$ cat src/rtl/mw_pkg.sv
package mw_pkg;
  typedef enum logic [2:0] {
    ST_IDLE, ST_OP, ST_ADDR, ST_DATA, ST_READ, ST_DONE
  } mw_state_e;

  localparam logic [1:0] OP_EXT   = 2'b00;
  localparam logic [1:0] OP_WRITE = 2'b01;
  localparam logic [1:0] OP_READ  = 2'b10;
  localparam logic [1:0] OP_ERASE = 2'b11;

  localparam logic [1:0] SEL_EN  = 2'b11;
  localparam logic [1:0] SEL_DIS = 2'b00;
endpackage

$ cat src/rtl/mw_pin_sync.sv
module mw_pin_sync #(
  parameter int unsigned N = 3
) (
  input  logic         clk_i,
  input  logic         rst_ni,
  input  logic [N-1:0] pin_i,
  output logic [N-1:0] lvl_o
);
  logic [N-1:0] meta_q;

  for (genvar i = 0; i < N; i++) begin : g_bit
    always_ff @(posedge clk_i or negedge rst_ni) begin
      if (!rst_ni) begin
        meta_q[i] <= 1'b0;
        lvl_o[i]  <= 1'b0;
      end else begin
        meta_q[i] <= pin_i[i];
        lvl_o[i]  <= meta_q[i];
      end
    end
  end
endmodule

$ cat src/rtl/mw_prog_timer.sv
module mw_prog_timer #(
  parameter int unsigned CYCLES = 200
) (
  input  logic clk_i,
  input  logic rst_ni,
  input  logic start_i,
  output logic busy_o,
  output logic done_o
);
  localparam int unsigned CW = $clog2(CYCLES + 1);

  logic [CW-1:0] cnt_q;

  always_ff @(posedge clk_i or negedge rst_ni) begin
    if (!rst_ni)          cnt_q <= '0;
    else if (start_i)     cnt_q <= CW'(CYCLES);
    else if (cnt_q != '0) cnt_q <= cnt_q - 1'b1;
  end

  assign busy_o = (cnt_q != '0);
  assign done_o = (cnt_q == CW'(1));
endmodule

$ cat src/rtl/mw_array.sv
module mw_array #(
  parameter int unsigned DW = 16,
  parameter int unsigned AW = 6
) (
  input  logic          clk_i,
  input  logic          rst_ni,
  input  logic          we_i,
  input  logic [AW-1:0] waddr_i,
  input  logic [DW-1:0] wdata_i,
  input  logic [AW-1:0] raddr_i,
  output logic [DW-1:0] rdata_o
);
  localparam int unsigned DEPTH = 1 << AW;

  logic [DW-1:0] mem_q [DEPTH];

  always_ff @(posedge clk_i or negedge rst_ni) begin
    if (!rst_ni) begin
      for (int i = 0; i < DEPTH; i++) mem_q[i] <= '1;
    end else if (we_i) begin
      mem_q[waddr_i] <= wdata_i;
    end
  end

  assign rdata_o = mem_q[raddr_i];
endmodule

$ cat src/rtl/mw_eeprom.sv
module mw_eeprom
  import mw_pkg::*;
#(
  parameter bit          ORG16       = 1'b1,
  parameter int unsigned PROG_CYCLES = 200
) (
  input  logic clk_i,
  input  logic rst_ni,
  input  logic s_i,
  input  logic c_i,
  input  logic d_i,
  output logic q_o
);
  localparam int unsigned DW = ORG16 ? 16 : 8;
  localparam int unsigned AW = ORG16 ? 6 : 7;
  localparam int unsigned BW = $clog2(DW + 1);

  logic [2:0] lvl;
  logic       s_lvl, c_lvl, d_lvl;
  logic       s_prev_q, c_prev_q;
  logic       s_fall, c_rise;

  mw_pin_sync #(.N(3)) u_sync (
    .clk_i (clk_i),
    .rst_ni(rst_ni),
    .pin_i ({d_i, c_i, s_i}),
    .lvl_o (lvl)
  );

  assign s_lvl = lvl[0];
  assign c_lvl = lvl[1];
  assign d_lvl = lvl[2];

  always_ff @(posedge clk_i or negedge rst_ni) begin
    if (!rst_ni) begin
      s_prev_q <= 1'b0;
      c_prev_q <= 1'b0;
    end else begin
      s_prev_q <= s_lvl;
      c_prev_q <= c_lvl;
    end
  end

  assign s_fall = s_prev_q & ~s_lvl;
  assign c_rise = ~c_prev_q & c_lvl;

  mw_state_e     st_q;
  logic [1:0]    op_q;
  logic [AW-1:0] addr_q;
  logic [DW-1:0] data_q;
  logic [BW-1:0] cnt_q;
  logic          wen_q, pend_q, q_bit_q;
  logic [AW-1:0] addr_nxt;
  logic [DW-1:0] rdata;
  logic          busy, prog_done, prog_start;

  assign addr_nxt = {addr_q[AW-2:0], d_lvl};

  // commit only on a clean select fall, with no clock edge in the same cycle
  assign prog_start = ~busy & s_fall & pend_q & ~c_rise;

  mw_prog_timer #(.CYCLES(PROG_CYCLES)) u_timer (
    .clk_i  (clk_i),
    .rst_ni (rst_ni),
    .start_i(prog_start),
    .busy_o (busy),
    .done_o (prog_done)
  );

  mw_array #(.DW(DW), .AW(AW)) u_array (
    .clk_i  (clk_i),
    .rst_ni (rst_ni),
    .we_i   (prog_done),
    .waddr_i(addr_q),
    .wdata_i((op_q == OP_ERASE) ? {DW{1'b1}} : data_q),
    .raddr_i(addr_nxt),
    .rdata_o(rdata)
  );

  always_ff @(posedge clk_i or negedge rst_ni) begin
    if (!rst_ni) begin
      st_q    <= ST_IDLE;
      op_q    <= OP_EXT;
      addr_q  <= '0;
      data_q  <= '0;
      cnt_q   <= '0;
      wen_q   <= 1'b0;
      pend_q  <= 1'b0;
      q_bit_q <= 1'b1;
    end else if (busy) begin
      st_q   <= ST_IDLE;
      pend_q <= 1'b0;
    end else if (!s_lvl) begin
      st_q   <= ST_IDLE;
      pend_q <= 1'b0;
    end else if (c_rise) begin
      unique case (st_q)
        ST_IDLE: if (d_lvl) begin
          st_q  <= ST_OP;
          cnt_q <= '0;
        end
        ST_OP: begin
          op_q <= {op_q[0], d_lvl};
          if (cnt_q == BW'(1)) begin
            st_q  <= ST_ADDR;
            cnt_q <= '0;
          end else begin
            cnt_q <= cnt_q + 1'b1;
          end
        end
        ST_ADDR: begin
          addr_q <= addr_nxt;
          if (cnt_q == BW'(AW - 1)) begin
            cnt_q <= '0;
            unique case (op_q)
              OP_READ: begin
                data_q  <= rdata;
                q_bit_q <= 1'b0;
                st_q    <= ST_READ;
              end
              OP_WRITE: st_q <= ST_DATA;
              OP_ERASE: begin
                pend_q <= wen_q;
                st_q   <= ST_DONE;
              end
              default: begin
                if (addr_nxt[AW-1 -: 2] == SEL_EN)  wen_q <= 1'b1;
                if (addr_nxt[AW-1 -: 2] == SEL_DIS) wen_q <= 1'b0;
                st_q <= ST_DONE;
              end
            endcase
          end else begin
            cnt_q <= cnt_q + 1'b1;
          end
        end
        ST_DATA: begin
          data_q <= {data_q[DW-2:0], d_lvl};
          if (cnt_q == BW'(DW - 1)) begin
            pend_q <= wen_q;
            st_q   <= ST_DONE;
          end else begin
            cnt_q <= cnt_q + 1'b1;
          end
        end
        ST_READ: begin
          q_bit_q <= data_q[DW-1];
          data_q  <= {data_q[DW-2:0], 1'b1};
        end
        default: pend_q <= 1'b0; // late clock edge cancels the commit
      endcase
    end
  end

  always_comb begin
    if (busy)                 q_o = ~s_lvl;
    else if (st_q == ST_READ) q_o = q_bit_q;
    else                      q_o = 1'b1;
  end
endmodule


$ cat config.mk
export PLATFORM = sky130hd
export DESIGN_NAME = mw_eeprom
export DESIGN_NICKNAME = d
export VERILOG_FILES = /design/src/rtl/mw_pkg.sv /design/src/rtl/mw_pin_sync.sv /design/src/rtl/mw_prog_timer.sv /design/src/rtl/mw_array.sv /design/src/rtl/mw_eeprom.sv
export SDC_FILE = /design/constraint.sdc
export NUM_CORES = 2
export LEC_CHECK = 0
export BUFFER_PORTS_ARGS = -buffer_cell sky130_fd_sc_hd__buf_2
export CELL_PAD_IN_SITES_DETAIL_PLACEMENT = 1
export CELL_PAD_IN_SITES_GLOBAL_PLACEMENT = 1
export CORE_UTILIZATION = 30
export CTS_CLUSTER_SIZE = 14
export DETAILED_ROUTE_END_ITERATION = 7
export PLACE_DENSITY = 0.54
export SLEW_MARGIN = 10
export SYNTH_ARGS = -nofsm -noshare
export SYNTH_HDL_FRONTEND = slang
export SYNTH_SLANG_ARGS = --single-unit
export TNS_END_PERCENT = 10
$ cat constraint.sdc
create_clock -name clk_i -period 3.4 [get_ports clk_i]
set_clock_uncertainty 0.2 [all_clocks]
set_input_delay 0.17 -clock clk_i [delete_from_list [all_inputs] [get_ports clk_i]]
set_output_delay 0.17 -clock clk_i [all_outputs]
set_load 0.02 [all_outputs]
# Word level (Yosys, flattened, before mapping)
# Cells that the tools add are included.
dict set report op_classes {
  n_lt_le_gt_ge 3
  mux 40
  bitwise 12
  n_addsub 2
  eq_ne 24
  n_reduce_logical 19
}
# cell n
set op_table {}
lappend op_table {{$bwmux 1024} 1}
lappend op_table {{$bmux 16 s6} 1}
lappend op_table {{$demux 16 s6} 1}
lappend op_table {{$mux 16} 6}
lappend op_table {{$pmux 16 s3} 1}
lappend op_table {{$reduce_and 6->1} 4}
lappend op_table {{$mux 3} 7}
lappend op_table {{$mux 5} 4}
lappend op_table {{$pmux 5 s4} 1}
lappend op_table {{$mux 8} 2}
lappend op_table {{$ne 4x4->1 const B} 4}
lappend op_table {{$ge 7x7->1 const B} 2}
lappend op_table {{$not 6->7} 2}
lappend op_table {{$mux 1} 12}
lappend op_table {{$pmux 3 s4} 1}
lappend op_table {{$eq 8x1->1 const B} 1}
lappend op_table {{$reduce_and 4->1} 2}
lappend op_table {{$reduce_bool 8->1} 1}
lappend op_table {{$sub 8x1->8 const B} 1}
lappend op_table {{$lt 7x1->1 const B} 1}
lappend op_table {{$reduce_and 7->1} 1}
lappend op_table {{$eq 2x2->1 const B} 3}
lappend op_table {{$eq 3x2->1 const B} 2}
lappend op_table {{$ne 3x3->1 const B} 2}
lappend op_table {{24 further kinds} 37}
dict set report word_totals {
  out_inout_bits 1
  inputBits 5
  elab_cells 181
  ff_bits 1075
}

# Longest topological paths before layout
dict set report depth {
  ltp_word 7
  mapped_depth 11
  mapped_depth_nobuf 9
}

# Cells and area by module
# From an unflattened synthesis, not the netlist that was laid out.
dict set report hier_totals {
  cells_unflattened 3277
  area_unflattened_um2 51245.4
}
# module seq_area_each_um2 n_inst area_per_inst_um2 cells_each
set by_module_without_submodules {}
lappend by_module_without_submodules {mw_array 26905.8 1 48403.9 3024}
lappend by_module_without_submodules {mw_eeprom 927.1 1 2208.4 196}
lappend by_module_without_submodules {mw_prog_timer 200.2 1 483.0 51}
lappend by_module_without_submodules {mw_pin_sync 150.1 1 150.1 6}

# Worst setup path after synthesis
# Ideal clock, no wire load.
dict set report synth_path {
  path_kind {register -> register}
  from {register u_sync.lvl_o[2]}
  to {register data_q[3]}
  path_buffers 5
  t_required_ns 3.071
  setup_slack_ns 0.801
  t_arrival_ns 2.271
  stages_incl_launch_ff 11
  synth_period_minus_slack_ns 2.599
  setup_ns 0.129
  cell_sequence {dfrtp_1 buf_4 buf_4 buf_4 buf_4 buf_4 mux2i_1 o22ai_1 a2111oi_0 nor3_1 a2111o_1}
}
dict set report synth_via {
  elab_chain_len 7
}
# element line
set synth_rtl {}
lappend synth_rtl {{start: declaration} mw_pin_sync.sv:7} ;# output logic [N-1:0] lvl_o
lappend synth_rtl {{start signal: indexed assignment} mw_pin_sync.sv:18} ;# lvl_o[i] <= meta_q[i];
lappend synth_rtl {{$not 6->7 (not written as such)} mw_array.sv:25} ;# assign rdata_o = mem_q[raddr_i];
lappend synth_rtl {{$bmux 16 s6} mw_array.sv:25}
lappend synth_rtl {{$mux 16 (not written as such) (2 in series)} mw_array.sv:25}
lappend synth_rtl {{$mux 16} mw_eeprom.sv:115} ;# unique case (op_q)
lappend synth_rtl {{$mux 16} mw_eeprom.sv:113} ;# if (cnt_q == BW'(AW - 1)) begin
lappend synth_rtl {{$pmux 16 s3} mw_eeprom.sv:97} ;# unique case (st_q)
lappend synth_rtl {{end signal: assignment} mw_eeprom.sv:117} ;# data_q <= rdata;
lappend synth_rtl {{end signal: assignment} mw_eeprom.sv:137} ;# data_q <= {data_q[DW-2:0], d_lvl};
lappend synth_rtl {{end signal: assignment} mw_eeprom.sv:147} ;# data_q <= {data_q[DW-2:0], 1'b1};
lappend synth_rtl {{end: declaration} mw_eeprom.sv:50} ;# logic [DW-1:0] data_q;
# Every way passes these cells. The select of a mux whose other input is x is not followed.
# A chain may end at the register's enable or synchronous reset.

# Worst setup path in the final report
dict set report layout_path {
  from {register u_sync.lvl_o[2]}
  to {register data_q[8]}
}
# Same word-level chain as after synthesis.

==> run summary <==
## Placed design
- number of port buffers: 5
- final weighted congestion in routability-driven placement: 0.807
- total cell area at the placement stage: 52,400 sq um
- HPWL after DPL: 108 mm

## Final layout
- relative area change from synthesis to final layout: 16.8%
- Non-Filler Cell Area, Final: 56,700 sq um
- total area of multi-input combinational cells: 18,700 sq um
- fill cell count: 17,500
- layout cells sized above 1: 36.8%
- sequential cell area: 28,200 sq um
- nets@finish: 4,594

## Timing
- Slew headroom: 18.9%
- Worst Slack Setup Final: -0.0636 ns
- Setup Viol. Count Final: 2
- setup repair after global routing missed its margin: false
- transition at the pin with the smallest max-transition slack: 1.21 ns
- time the final worst path needs with I/O delays and setup: 3.46 ns
- number of endpoints with negative hold slack in the final report: 0
- crit share post-route: 102%
- Hold WS: 0.128 ns
- Max Transition Viols Final: 0
- achievable clock frequency: 0.289 GHz

## Yosys
- dominant synthesized flop cell: sky130_fd_sc_hd__dfstp_2
- number of register bits inferred by synthesis: 1,075
- count of flip-flops with a built-in enable after synthesis: 0
- Syn. warnings: 0
- cell area after synthesis: 48,600 sq um
- fraction of the yosys area taken by sequential cells: 58.0%
- fraction of registers with async set or reset after synthesis: 100%
- Synth Instances: 4,587
- Avg Inst Size Synth: 10.6 sq um
- Distinct cells, synth: 72
- syn_nets: 4,599

## Power and ir drop
- clock group share of total power: 49.8%
- switching power share of the total: 23.0%
- Logic pwr share: 3.5%
- Leak Pwr: 20.4 nW
- internal cell power: 0.0212 W
- worst IR drop on VDD: 0.000440 V
- Power Dens Cells: 486 nW/um^2
- Flop pwr share: 46.7%
- Sw Pwr: 0.00633 W

## Global routing
- pin count of the biggest net entering global routing: 106
- via count of the first global-routing pass: 36,400
- wire length of the first global-routing pass: 259 mm
- grt total ovfl: 0
- initial antenna violation count: 3
- total global routing track utilization: 21.3%

## Route
- vias per std cell: 5.09
- number of search-and-repair iterations in the first detailed-routing pass: 5
- post-route antenna net violation count: 0
- initial DRC count: 2,423
- DRC violations left: 0
- vias post-DR: 34,900
- wirelength, routed: 172 mm
- wire per inst: 25.1 um

## Worst setup path
- critical path buffer and inverter count: 2
- cell-by-cell trace of the critical path: buf_12, mux4_2, a22o_1, nor4_1, nor3_1, buf_4, a311oi_1, o31ai_1
- worst-path fanout max: 17
- arrival time of the worst setup path: 3.87 ns
- kind of critical path: reg2reg
- critical path data required time: 3.80 ns
- Critical Path End Type: flop
- maximum single-stage delay on the critical path: 0.92 ns
- slowest stage cell, crit path: sky130_fd_sc_hd__nor4_1
- CP Launch Type: flop
- cell family with the largest share of critical-path delay: simple AND/OR/NAND/NOR gates

## Floorplan
- starting utilization of the core area: 30.2%
- overall die area: 163,000 sq um
- cell row count: 147
- number of top-level design ports: 6
- vertical die dimension: 404 um
- overall die width: 404 um
- standard cell core area: 161,000 sq um

## Run
- count of maximum capacitance violations: 0

## Min path
- kind of path behind the tightest hold check: in2async

## Clock network
- clock tree from TritonCTS: yes
- root buffer cell: sky130_fd_sc_hd__clkbuf_16
- number of sinks driven by the clock tree: 1,075
- cts bufs inserted: 120
- Clock Path Buffers: 3
- clock-pin slew on the worst setup and hold paths: 0.06 ns
- clk_lat worst skew: 0.76 ns
- number of levels the H-tree was split into: 3

## Run status
- violated checks: negative setup slack
- result of the run: finished, violations left

through the flow:
stage	std cells	setup slack, ns	TNS (ns)	util [%]	total power [W]
after floorplan	4587	0.801	0	-	0.0135
after global placement	6611	-0.449	-0.759	32.7	0.0140
after detailed placement	6611	-0.412	-0.767	32.7	0.0140
after CTS	6843	-0.0996	-0.0996	35.3	0.0280
after global routing	6845	0.00950	0	35.3	0.0285
final	6848	-0.0636	-0.0862	35.3	0.0276
layout make-up:
type | count | area share, %
inverters | 11 | 0.0728
repair buffers | 296 | 5.16
clock inverters | 39 | 0.933
flip-flops and latches | 1075 | 49.7
multi-input cells | 3078 | 33.0
well taps | 2160 | 4.76
diodes | 3 | 0.0132
clock buffers | 186 | 6.37
layer usage:
metal / routed length (um) / vias up / track usage (%)
met3: 5850 / 209 / 2.29
met1: 84500 / 18200 / 31.3
met4: 4020 / 0 / 5.85
met2: 77300 / 541 / 33.1
li1: - / 16000 / -
met5: 0 / - / 0
layout by cell type (no fill, tap or decap), types with 27 or more instances in the layout:
cell type,Yosys,layout
sky130_fd_sc_hd__clkbuf_16,0,121
sky130_fd_sc_hd__clkbuf_8,0,34
sky130_fd_sc_hd__dfrtp_1,50,45
sky130_fd_sc_hd__nand3_1,27,27
sky130_fd_sc_hd__o21ai_0,1011,1011
sky130_fd_sc_hd__mux4_2,148,148
sky130_fd_sc_hd__dfstp_2,1025,1025
sky130_fd_sc_hd__a21oi_1,37,37
sky130_fd_sc_hd__nor3_1,34,34
sky130_fd_sc_hd__buf_4,31,229
sky130_fd_sc_hd__nand2_1,1177,1177
sky130_fd_sc_hd__o22ai_1,86,86
sky130_fd_sc_hd__o21ai_1,41,41
sky130_fd_sc_hd__nor2_1,47,31
sky130_fd_sc_hd__mux2i_1,223,223
sky130_fd_sc_hd__buf_12,0,55
sky130_fd_sc_hd__clkbuf_1,339,31
state kept, by name, indices dropped and copies added (netlist names), 2 cells and up:
signal         cells
u_array.mem_q   1024
data_q            16
u_timer.cnt_q      8
addr_q             6
cnt_q              5
st_q               3
u_sync.lvl_o       3
u_sync.meta_q      3
op_q               2
power by group through the flow:
stage          combinational [W]  clock [W]  sequential [W]
2_1_floorplan           0.000386          0          0.0131
3_3_place_gp            0.000964          0          0.0131
3_5_place_dp            0.000969          0          0.0131
4_1_cts                 0.000977     0.0141          0.0129
5_1_grt                  0.00103     0.0145          0.0129
6_report                0.000955     0.0137          0.0129
kinds of logic after synthesis:
kind of cell	Yosys count	share of synthesized area (%)
AOI/OAI and AO/OA	1302	14.5
DFF	1075	58.0
buffers and inverters	434	3.80
and+or+nand+nor	1374	11.4
adders and majority gates	7	0.180
xor gates and xnor gates	5	0.0902
muxes	390	11.9
Yosys cell counts, drive strengths merged, types with 14 or more instances:
| cell | count | area, sq um |
|---|---|---|
| nand2 | 1185 | 4470 |
| o21ai | 1052 | 5270 |
| dfstp | 1025 | 26900 |
| clkbuf | 341 | 1280 |
| mux2i | 223 | 2230 |
| mux4 | 148 | 3330 |
| o22ai | 86 | 538 |
| buf | 82 | 521 |
| dfrtp | 50 | 1250 |
| nor2 | 47 | 176 |
| a21oi | 37 | 185 |
| nor3 | 36 | 196 |
| nand3 | 27 | 135 |
| a2111oi | 20 | 175 |
| a221oi | 19 | 166 |
| mux2 | 19 | 214 |
| nor4 | 15 | 109 |
| o221ai | 15 | 131 |
| o31ai | 14 | 105 |
worst paths after layout:
| kind | from | endpoint | slack, ns | cells after the start |
|---|---|---|---|---|
| worst min-delay path | rst_ni | u_array.mem_q[637] | 0.13 | 2 |
| min in group clk_i | u_sync.meta_q[1] | u_sync.lvl_o[1] | 0.15 | 0 |
| worst max-delay path | u_sync.lvl_o[2] | data_q[8] | -0.06 | 8 |
| max in group asynchronous | rst_ni | u_array.mem_q[344] | 2.01 | 4 |
| worst max register to register | u_sync.lvl_o[2] | data_q[8] | -0.06 | 8 |
| worst min register to register | u_sync.meta_q[1] | u_sync.lvl_o[1] | 0.15 | 0 |
what timing repair did:
item                                   in CTS  in global routing
setup endpoints to repair                   4                  5
endpoints found under the hold margin     241                  0
pin swaps                                   0                  1
buffers inserted                            0                  2
resized for setup                           5                  4
hold buffers                                7                  0
(Power assumes the default switching activity.)
